===== src/rtl/itlb4_pkg.sv =====
package itlb4_pkg;
  localparam int NUM_ENT = 4;
  localparam int LRU_W   = 6;
  localparam int IDX_W   = 2;

  typedef struct packed {
    logic             wrEn;
    logic [IDX_W-1:0] wrSlot;
  } itlbStrobe_t;

  // number of page-number bits below the page boundary for a size code
  function automatic int sizeShift(input logic [1:0] code);
    case (code)
      2'd0:    return 0;
      2'd1:    return 2;
      2'd2:    return 6;
      default: return 10;
    endcase
  endfunction
endpackage


===== src/rtl/itlb4_datapath.sv =====
module itlb4_datapath
  import itlb4_pkg::*;
#(
  parameter int VA_W     = 32,
  parameter int PG_SHIFT = 10,
  parameter int ASID_W   = 8
) (
  input  logic                   clk,
  input  logic                   rstN,
  input  logic [VA_W-1:0]        fetchVa,
  input  logic [ASID_W-1:0]      curAsid,
  input  logic                   asidChkEn,
  input  itlbStrobe_t            strobe,
  input  logic [VA_W-PG_SHIFT-1:0] refillVpn,
  input  logic [VA_W-PG_SHIFT-1:0] refillPpn,
  input  logic [ASID_W-1:0]      refillAsid,
  input  logic [1:0]             refillSize,
  input  logic                   refillShared,
  input  logic [1:0]             refillPr,
  output logic [NUM_ENT-1:0]     matchVec,
  output logic                   selPrUser,
  output logic [VA_W-1:0]        physAddr
);
  localparam int VPN_W = VA_W - PG_SHIFT;

  logic [NUM_ENT-1:0] entVal;
  logic [VPN_W-1:0]   entVpn  [NUM_ENT];
  logic [VPN_W-1:0]   entPpn  [NUM_ENT];
  logic [ASID_W-1:0]  entAsid [NUM_ENT];
  logic [1:0]         entSz   [NUM_ENT];
  logic               entSh   [NUM_ENT];
  logic [1:0]         entPr   [NUM_ENT];
  logic [VPN_W-1:0]   pgMask  [NUM_ENT];

  wire [VPN_W-1:0] fetchVpn = fetchVa[VA_W-1:PG_SHIFT];

  always_ff @(posedge clk or negedge rstN) begin
    if (!rstN) entVal <= '0;
    else if (strobe.wrEn) entVal[strobe.wrSlot] <= 1'b1;
  end

  always_ff @(posedge clk) begin
    if (strobe.wrEn) begin
      entVpn[strobe.wrSlot]  <= refillVpn;
      entPpn[strobe.wrSlot]  <= refillPpn;
      entAsid[strobe.wrSlot] <= refillAsid;
      entSz[strobe.wrSlot]   <= refillSize;
      entSh[strobe.wrSlot]   <= refillShared;
      entPr[strobe.wrSlot]   <= refillPr;
    end
  end

  for (genvar g = 0; g < NUM_ENT; g++) begin : g_cmp
    assign pgMask[g] = ~((VPN_W'(1) << sizeShift(entSz[g])) - VPN_W'(1));
    assign matchVec[g] = entVal[g]
                      && ((fetchVpn & pgMask[g]) == (entVpn[g] & pgMask[g]))
                      && (!asidChkEn || entSh[g] || (entAsid[g] == curAsid));
  end

  logic [IDX_W-1:0] selIdx;
  always_comb begin
    selIdx = '0;
    for (int i = NUM_ENT - 1; i >= 0; i--)
      if (matchVec[i]) selIdx = IDX_W'(i);
  end

  logic [VA_W-1:0] fullMask;
  always_comb begin
    fullMask  = {pgMask[selIdx], {PG_SHIFT{1'b0}}};
    physAddr  = ({entPpn[selIdx], {PG_SHIFT{1'b0}}} & fullMask) | (fetchVa & ~fullMask);
    selPrUser = entPr[selIdx][1];
  end
endmodule


===== src/rtl/itlb4_ctrl.sv =====
module itlb4_ctrl
  import itlb4_pkg::*;
(
  input  logic               clk,
  input  logic               rstN,
  input  logic               fetchValid,
  input  logic               privMode,
  input  logic [NUM_ENT-1:0] matchVec,
  input  logic               selPrUser,
  input  logic               refillHit,
  output itlbStrobe_t        strobe,
  output logic               refillReq,
  output logic               fetchHit,
  output logic               itlbMiss,
  output logic               multiHit,
  output logic               protFault,
  output logic [LRU_W-1:0]   lruBits
);
  logic [LRU_W-1:0] lruQ;
  logic [IDX_W-1:0] hitIdx, victim;
  logic             noMatch, oneMatch, manyMatch;

  function automatic logic [LRU_W-1:0] touch(input logic [LRU_W-1:0] cur,
                                             input logic [IDX_W-1:0] slot);
    case (slot)
      2'd0:    return cur & 6'b000111;
      2'd1:    return (cur & 6'b111001) | 6'b100000;
      2'd2:    return (cur & 6'b111110) | 6'b010100;
      default: return cur | 6'b001011;
    endcase
  endfunction

  always_comb begin
    hitIdx = '0;
    for (int i = NUM_ENT - 1; i >= 0; i--)
      if (matchVec[i]) hitIdx = IDX_W'(i);
  end

  // fixed-priority victim decode
  always_comb begin
    if (lruQ[5:3] == 3'b111)                   victim = 2'd0;
    else if (!lruQ[5] && lruQ[2] && lruQ[1])   victim = 2'd1;
    else if (!lruQ[4] && !lruQ[2] && lruQ[0])  victim = 2'd2;
    else                                       victim = 2'd3;
  end

  always_comb begin
    manyMatch = |(matchVec & (matchVec - NUM_ENT'(1)));
    noMatch   = (matchVec == '0);
    oneMatch  = !noMatch && !manyMatch;

    multiHit  = fetchValid && manyMatch;
    refillReq = fetchValid && noMatch;
    itlbMiss  = refillReq && !refillHit;
    protFault = fetchValid && oneMatch && !privMode && !selPrUser;
    fetchHit  = fetchValid && oneMatch && !protFault;

    strobe.wrEn   = refillReq && refillHit;
    strobe.wrSlot = victim;
  end

  always_ff @(posedge clk or negedge rstN) begin
    if (!rstN)                       lruQ <= '0;
    else if (fetchValid && oneMatch) lruQ <= touch(lruQ, hitIdx);
    else if (strobe.wrEn)            lruQ <= touch(lruQ, victim);
  end

  assign lruBits = lruQ;
endmodule


===== src/rtl/itlb4_lru.sv =====
module itlb4_lru
  import itlb4_pkg::*;
#(
  parameter int VA_W     = 32,
  parameter int PG_SHIFT = 10,
  parameter int ASID_W   = 8
) (
  input  logic                     clk,
  input  logic                     rstN,
  input  logic                     fetchValid,
  input  logic [VA_W-1:0]          fetchVa,
  input  logic [ASID_W-1:0]        curAsid,
  input  logic                     privMode,
  input  logic                     sharedVm,
  input  logic                     refillHit,
  input  logic [VA_W-PG_SHIFT-1:0] refillVpn,
  input  logic [VA_W-PG_SHIFT-1:0] refillPpn,
  input  logic [ASID_W-1:0]        refillAsid,
  input  logic [1:0]               refillSize,
  input  logic                     refillShared,
  input  logic [1:0]               refillPr,
  output logic                     refillReq,
  output logic [VA_W-1:0]          physAddr,
  output logic                     fetchHit,
  output logic                     itlbMiss,
  output logic                     multiHit,
  output logic                     protFault,
  output logic [LRU_W-1:0]         lruBits
);
  itlbStrobe_t        strobe;
  logic [NUM_ENT-1:0] matchVec;
  logic               selPrUser;
  wire                asidChkEn = !(privMode && sharedVm);

  itlb4_datapath #(.VA_W(VA_W), .PG_SHIFT(PG_SHIFT), .ASID_W(ASID_W)) u_dp (
    .clk(clk), .rstN(rstN), .fetchVa(fetchVa), .curAsid(curAsid),
    .asidChkEn(asidChkEn), .strobe(strobe),
    .refillVpn(refillVpn), .refillPpn(refillPpn), .refillAsid(refillAsid),
    .refillSize(refillSize), .refillShared(refillShared), .refillPr(refillPr),
    .matchVec(matchVec), .selPrUser(selPrUser), .physAddr(physAddr)
  );

  itlb4_ctrl u_ctrl (
    .clk(clk), .rstN(rstN), .fetchValid(fetchValid), .privMode(privMode),
    .matchVec(matchVec), .selPrUser(selPrUser), .refillHit(refillHit),
    .strobe(strobe), .refillReq(refillReq), .fetchHit(fetchHit),
    .itlbMiss(itlbMiss), .multiHit(multiHit), .protFault(protFault),
    .lruBits(lruBits)
  );
endmodule


===== config.mk =====
export PLATFORM = sky130hd
export DESIGN_NAME = itlb4_lru
export DESIGN_NICKNAME = d
export VERILOG_FILES = /design/src/rtl/itlb4_pkg.sv /design/src/rtl/itlb4_datapath.sv /design/src/rtl/itlb4_ctrl.sv /design/src/rtl/itlb4_lru.sv
export SDC_FILE = /design/constraint.sdc
export NUM_CORES = 1
export LEC_CHECK = 0
export BUFFER_PORTS_ARGS = -buffer_cell sky130_fd_sc_hd__buf_2
export CAP_MARGIN = 20
export CORE_MARGIN = 5
export CORE_UTILIZATION = 60
export CTS_BUF_LIST = sky130_fd_sc_hd__clkbuf_8
export DETAILED_ROUTE_END_ITERATION = 12
export PLACE_DENSITY = 0.83
export SKIP_LAST_GASP = 1
export SYNTH_ARGS = -nofsm -noshare
export SYNTH_HDL_FRONTEND = slang
export SYNTH_SLANG_ARGS = --single-unit

===== constraint.sdc =====
create_clock -name clk -period 5.82 [get_ports clk]
set_clock_uncertainty 0.1 [all_clocks]
set_input_delay 1.164 -clock clk [delete_from_list [all_inputs] [get_ports clk]]
set_output_delay 1.164 -clock clk [all_outputs]
set_load 0.05 [all_outputs]

-- Yosys cells after proc, flatten, opt, wreduce, memory -nomap -nowiden
Memory sizes are Yosys's and may differ from the RTL's.
Index checks and enable logic that the tools add are counted.
- register bits: 10
- bits in writable memories: 228
- memories: 6
- input port bits: 103
- output and inout port bits: 43
- memory list (name ; words ; bits a word ; rd ports ; clocked after memory_dff ; write ports ; RTL line ; text):
    u_dp.entPpn ; 4 ; 22 ; 1 ; 0 ; 1 ; itlb4_datapath.sv:28 ; logic [VPN_W-1:0] entPpn [NUM_ENT];
    u_dp.entVpn ; 4 ; 22 ; 4 ; 0 ; 1 ; itlb4_datapath.sv:27 ; logic [VPN_W-1:0] entVpn [NUM_ENT];
    u_dp.entAsid ; 4 ; 8 ; 4 ; 0 ; 1 ; itlb4_datapath.sv:29 ; logic [ASID_W-1:0] entAsid [NUM_ENT];
    u_dp.entPr ; 4 ; 2 ; 1 ; 0 ; 1 ; itlb4_datapath.sv:32 ; logic [1:0] entPr [NUM_ENT];
    u_dp.entSz ; 4 ; 2 ; 4 ; 0 ; 1 ; itlb4_datapath.sv:30 ; logic [1:0] entSz [NUM_ENT];
    u_dp.entSh ; 4 ; 1 ; 4 ; 0 ; 1 ; itlb4_datapath.sv:31 ; logic entSh [NUM_ENT];
- reductions and logical operators: 58
- equal/unequal tests: 30
- magnitude comparators: 3
- shifts and indexed selects: 4
- muxes and demuxes: 22
- add/sub/neg operators: 5
- bitwise operators: 19
- operator list (cell ; count):
    AND 22 bit ; 8
    == test 22 bit ; 4
    inverter 22 bit ; 4
    left shift 1 x 4 -> 22 bit (first input constant) ; 4
    subtractor 22 x 2 -> 22 bit (second input constant) ; 4
    AND 32 bit ; 2
    case mux 4 bit (3 select lines) ; 4
    binary-select mux 22 bit (select 2 bit) ; 1
    two-way mux 22 bit ; 2
    case mux 6 bit (3 select lines) ; 2
    == test 8 bit ; 4
    inverter 32 bit ; 1
    OR 32 bit ; 1
    AND reduction 5 bit ; 6
    logical AND 1 bit ; 23
    == test 2 x 1 -> 1 bit (second input constant) ; 6
    == test 2 bit (second input constant) ; 6
    logical NOT 2 bit ; 6
    two-way mux 2 bit ; 6
    two-way mux 6 bit ; 2
    logical NOT 1 bit ; 9
    inequality test 3 bit (second input constant) ; 3
    nonzero test 3 bit ; 3
    logical OR 1 bit ; 8
    other kinds (15) ; 22

-- Depth between registers and ports, before layout
An unclocked memory read counts as a cell.
- depth in word-level cells: 21
- gate-level depth with buffers: 13
- depth with buffers taken out: 11

-- Hierarchy
A second synthesis with hierarchy kept.
- cell total of the unflattened synthesis: 735
- area, all modules: 10757.8 um2
- modules (own cells, without submodules) (module ; times used ; cells each ; area an instance (um2)):
    itlb4_datapath ; 1 ; 672 ; 10222.3
    itlb4_ctrl ; 1 ; 62 ; 531.8
    itlb4_lru ; 1 ; 1 ; 3.8

-- Worst setup path after synthesis
No wires, ideal clock.
- path kind: in2reg
- start: input port fetchVa[12]
- end: memory u_dp.entAsid[0][0] (enable)
- library setup time: 0.477 ns
- stages on the path: 9
- path buffers: 2
- setup slack: 0.179 ns
- data arrival time: 5.064 ns
- cell sequence: buf_2 xnor2_1 a211oi_1 nor4_2 nand4_2 nand3_1 or2_2 clkbuf_1 nor2b_1
- longest elaborated chain between the ends: 9
- ends and longest elaborated chain (item ; RTL line ; text):
    from (decl) ; itlb4_lru.sv:11 ; input logic [VA_W-1:0] fetchVa,
    AND 22 bit ; itlb4_datapath.sv:56 ; && ((fetchVpn & pgMask[g]) == (entVpn[g] & pgMask[g]))
    == test 22 bit ; itlb4_datapath.sv:56 ;
    logical AND 1 bit ; itlb4_datapath.sv:56 ;
    logical AND 1 bit ; itlb4_datapath.sv:57 ; && (!asidChkEn || entSh[g] || (entAsid[g] == curAsid));
    logical NOT 4 bit * ; itlb4_ctrl.sv:49 ; noMatch = (matchVec == '0);
    logical AND 1 bit * ; itlb4_ctrl.sv:53 ; refillReq = fetchValid && noMatch;
    logical AND 1 bit * ; itlb4_ctrl.sv:58 ; strobe.wrEn = refillReq && refillHit;
    two-way mux 1 bit * ; itlb4_datapath.sv:43 ; if (strobe.wrEn) begin
    two-way mux 1 bit (implied by the code) * ; itlb4_datapath.sv:46 ; entAsid[strobe.wrSlot] <= refillAsid;
    to (decl) ; itlb4_datapath.sv:29 ;
Every way passes the cells marked *; elsewhere a longest branch is shown, timed or not.

-- Worst setup path after layout
- start: input port fetchVa[14]
- end: output port physAddr[22]
- longest elaborated chain between the ends: 15
- ends and longest elaborated chain (item ; RTL line ; text):
    AND 22 bit ; itlb4_datapath.sv:56 ;
    == test 22 bit ; itlb4_datapath.sv:56 ;
    logical AND 1 bit ; itlb4_datapath.sv:56 ;
    logical AND 1 bit ; itlb4_datapath.sv:57 ;
    two-way mux 2 bit (3 in series) ; itlb4_datapath.sv:64 ; if (matchVec[i]) selIdx = IDX_W'(i);
    two-way mux 2 bit * ; itlb4_datapath.sv:64 ;
    inverter 2 -> 3 bit (implied by the code) ; itlb4_datapath.sv:69 ; fullMask = {pgMask[selIdx], {PG_SHIFT{1'b0}}};
    binary-select mux 22 bit (select 2 bit) ; itlb4_datapath.sv:69 ;
    two-way mux 22 bit (implied by the code) (2 in series) ; itlb4_datapath.sv:69 ;
    inverter 32 bit ; itlb4_datapath.sv:70 ; physAddr = ({entPpn[selIdx], {PG_SHIFT{1'b0}}} & fullMask) | (fetchVa & ~fullMask);
    AND 32 bit ; itlb4_datapath.sv:70 ;
    OR 32 bit * ; itlb4_datapath.sv:70 ;
    to (decl) ; itlb4_lru.sv:23 ; output logic [VA_W-1:0] physAddr,
Every way passes the cells marked *; elsewhere a longest branch is shown, timed or not. The select of a mux whose other input is x is not followed.

==> out/results.ini <==
[outcome]
status=completed

[place]
place.gp.congestion=0.840
dpl_cell_area_sq_um=11300
port_buffers=124
hpwl_mm=15.5
place_inst=1026

[pwr]
fin_total_pwr_w=0.00407
p_comb_frac=0.156
power_leakage_nw=4.41
seq_power_share=0.526
p_int_w=0.00297
vdd_drop_max_mv=0.236
netSwitchingFraction=0.271
pwr-share-clk=0.318
powerDensity_nw_per_um2=340
p_switching_w=0.00110

[worst_setup_path]
critPathLaunch=fetchVa[14]
r2r-start=u_dp.entSz[2][1]
crit_arrival_ps=4290
crit_type=in -> out
endpoint_kind=output pin
crit_fanout=25
required_ps=4560
startpoint_type=input pin

[logic_synthesis]
synth_top_family_by_area=XOR/XNOR gates
synth_edf_count=224
synth_top_area_cell=edfxtp_1
synth-xor-area-share=0.103
synth_nets=844
synth-simple-area-share=0.0748
synth_seq_area_share=0.662
muxShareOfSynthArea=0.0351
netlist-cell-type-count=57
synth-compound-area-share=0.0663
async_reset_ff_frac=0.0427
yosys.area_share.adder=0.0259
synth-seq-cells=234
synth.area.top_cells=edfxtp_1 64%, xnor2_1 9.6%, ha_1 2.5%
synth.avg_cell_area_sq_um=14.6
synth-main-ff-cell=edfxtp_1
synthesis.area_sq_um=10500
ys_warn_count=0
syn_inst=720
synth.top_cell.area_share=0.638

[routing]
wire_per_inst_microns=21.1
first_pass_iters=5
post-route-drc-count=0
drt_iter0_markers=513
vias=6240
wirelength_mm=23.1
postRouteAntennaNets=0
avgViaCountPerCell=5.72

[final_layout]
fin_nets=964
most-common-layout-cells=224 x edfxtp_1, 124 x buf_2, 115 x xnor2_1
drive_above_1_share=0.269
layoutNonFillerInstCount=1091
n_fill_cell=1137
area_growth_syn_to_layout_pct=13.7
stdcell_area_sq_um=12000
layout_commonest_cell=edfxtp_1

[clock_network]
clock-sinks=234
numCtsBuffers=36
root_buffer=clkbuf_8
ctsResizeCount=0
clk_latency_ps=520
cts_max_level=2
postCtsHoldBufs=0
post_cts_buffers=0
clk_pin_slew_worst_paths_ps=60
cts_max_path_buffers=3
cts_tree=built

[global_route]
antenna_found_initial=2
grt_pass1_wl_mm=35.6
grt_use_total=0.228
overflow=0
grt_max_degree=59
grt_pass1_vias=6619

[floorplanning]
die_area_sq_um=20300
core_area_sq_um=17200
die_x_microns=143
initial_utilization=0.611
fp.dieH_microns=143
io_pins=146
rows=48

[sta]
hold_viol=0
setup_viol=0
final.setup.tns_ps=0
fin_crit_sh=0.955
post-route-min-period_ps=5560
relSlewSlack=0.412
finalMaxSlewViolations=0
worstMarginPinSlew_ps=881
rsz0062_at_grt=false
timing.fmax_mhz=180
fin_hold_ws_ps=385

[hold_path]
min_from=u_dp.entVal[3]
hp-class=reg -> reg

[job]
maxCapViolations=0

-- cell usage after synthesis (4+ instances only) --
master and number:
nor3_1 9, a22oi_1 11, nand2b_1 5, inv_1 13
nor2b_1 7, nand4_1 17, buf_2 15, nand3_1 21
xnor2_1 115, buf_4 12, a21oi_1 24, mux2i_1 16
nand3b_1 4, o21ai_0 22, a222oi_1 11, mux2_4 5
nor2_1 13, nand2_1 33, ha_1 21, clkbuf_1 28
a41oi_1 5, xor2_1 9, dfrtp_1 10, or2_2 8
edfxtp_1 224, mux2_2 12
-- routing by layer --
| metal | vias to the layer above | global-route usage | part of all wire |
|---|---|---|---|
| li1 | 2891 | - | - |
| met1 | 3035 | 0.287 | 0.38 |
| met2 | 263 | 0.387 | 0.51 |
| met3 | 47 | 0.0625 | 0.084 |
| met4 | 4 | 0.0710 | 0.022 |
| met5 | - | 0 | 0.0011 |
-- sequential cells by signal, summed over array words and instances (netlist names) --
name and flops:
u_ctrl.lruBits 6, u_dp.entAsid 32, u_dp.entPpn 88, u_dp.entPr 4, u_dp.entSh 4, u_dp.entSz 8, u_dp.entVal 4, u_dp.entVpn 88
-- power groups by stage --
| stage | clock, W | combinational, W | sequential [W] |
|---|---|---|---|
| floorplan | 0 | 0.000388 | 0.00223 |
| global placement | 0 | 0.000620 | 0.00216 |
| detailed placement | 0 | 0.000634 | 0.00217 |
| CTS | 0.00132 | 0.000639 | 0.00214 |
| global route | 0.00139 | 0.000681 | 0.00215 |
| finish | 0.00130 | 0.000634 | 0.00214 |
-- area by class of cell --
class / instances / area [sq um] / area share
antenna: 2 / 5.00 / 0.000418
clock buffer: 39 / 537 / 0.0448
clock inverter: 23 / 148 / 0.0123
inverter: 13 / 48.8 / 0.00407
multi-input combinational: 415 / 3250 / 0.271
sequential: 234 / 6980 / 0.582
tap: 225 / 282 / 0.0235
timing repair buffer: 140 / 741 / 0.0618
-- worst paths after layout --
| kind | end | slack [ps] | cells after the start |
|---|---|---|---|
| max | physAddr[22] | 260 | 11 |
| min | u_dp.entVal[3] | 380 | 1 |
| min in group asynchronous | u_ctrl.lruBits[0] | 420 | 1 |
| max reg2reg | u_dp.entAsid[3][4] | 1990 | 10 |
| max in group asynchronous | u_ctrl.lruBits[5] | 4980 | 1 |
| min reg2reg | u_dp.entVal[3] | 380 | 1 |
-- worst max-delay path: stages --
cell and delay (ps):
buf_2 150, xnor2_1 280, a21oi_1 120, nor4_2 350, nand4_2 230, buf_4 260, nor2b_4 610, a221oi_1 170
mux2_2 300, nor3_1 290, buf_2 330
-- logic make-up (layout without fill, tap and decap cells) --
logic type	Yosys count	after routing
flops	234	234
buf+inv	71	215
simple gates	137	137
compound gates	99	99
xor+xnor	124	124
mux	33	33
other cells	0	2
fa+ha+maj	22	22
-- through the flow --
step	setup slack [ps]	utilization
6_report	265	0.695
5_1_grt	116	0.695
4_1_cts	298	0.694
3_5_place_dp	342	0.655
2_1_floorplan	179	-
3_3_place_gp	402	0.655
(Power assumes the default switching activity.)
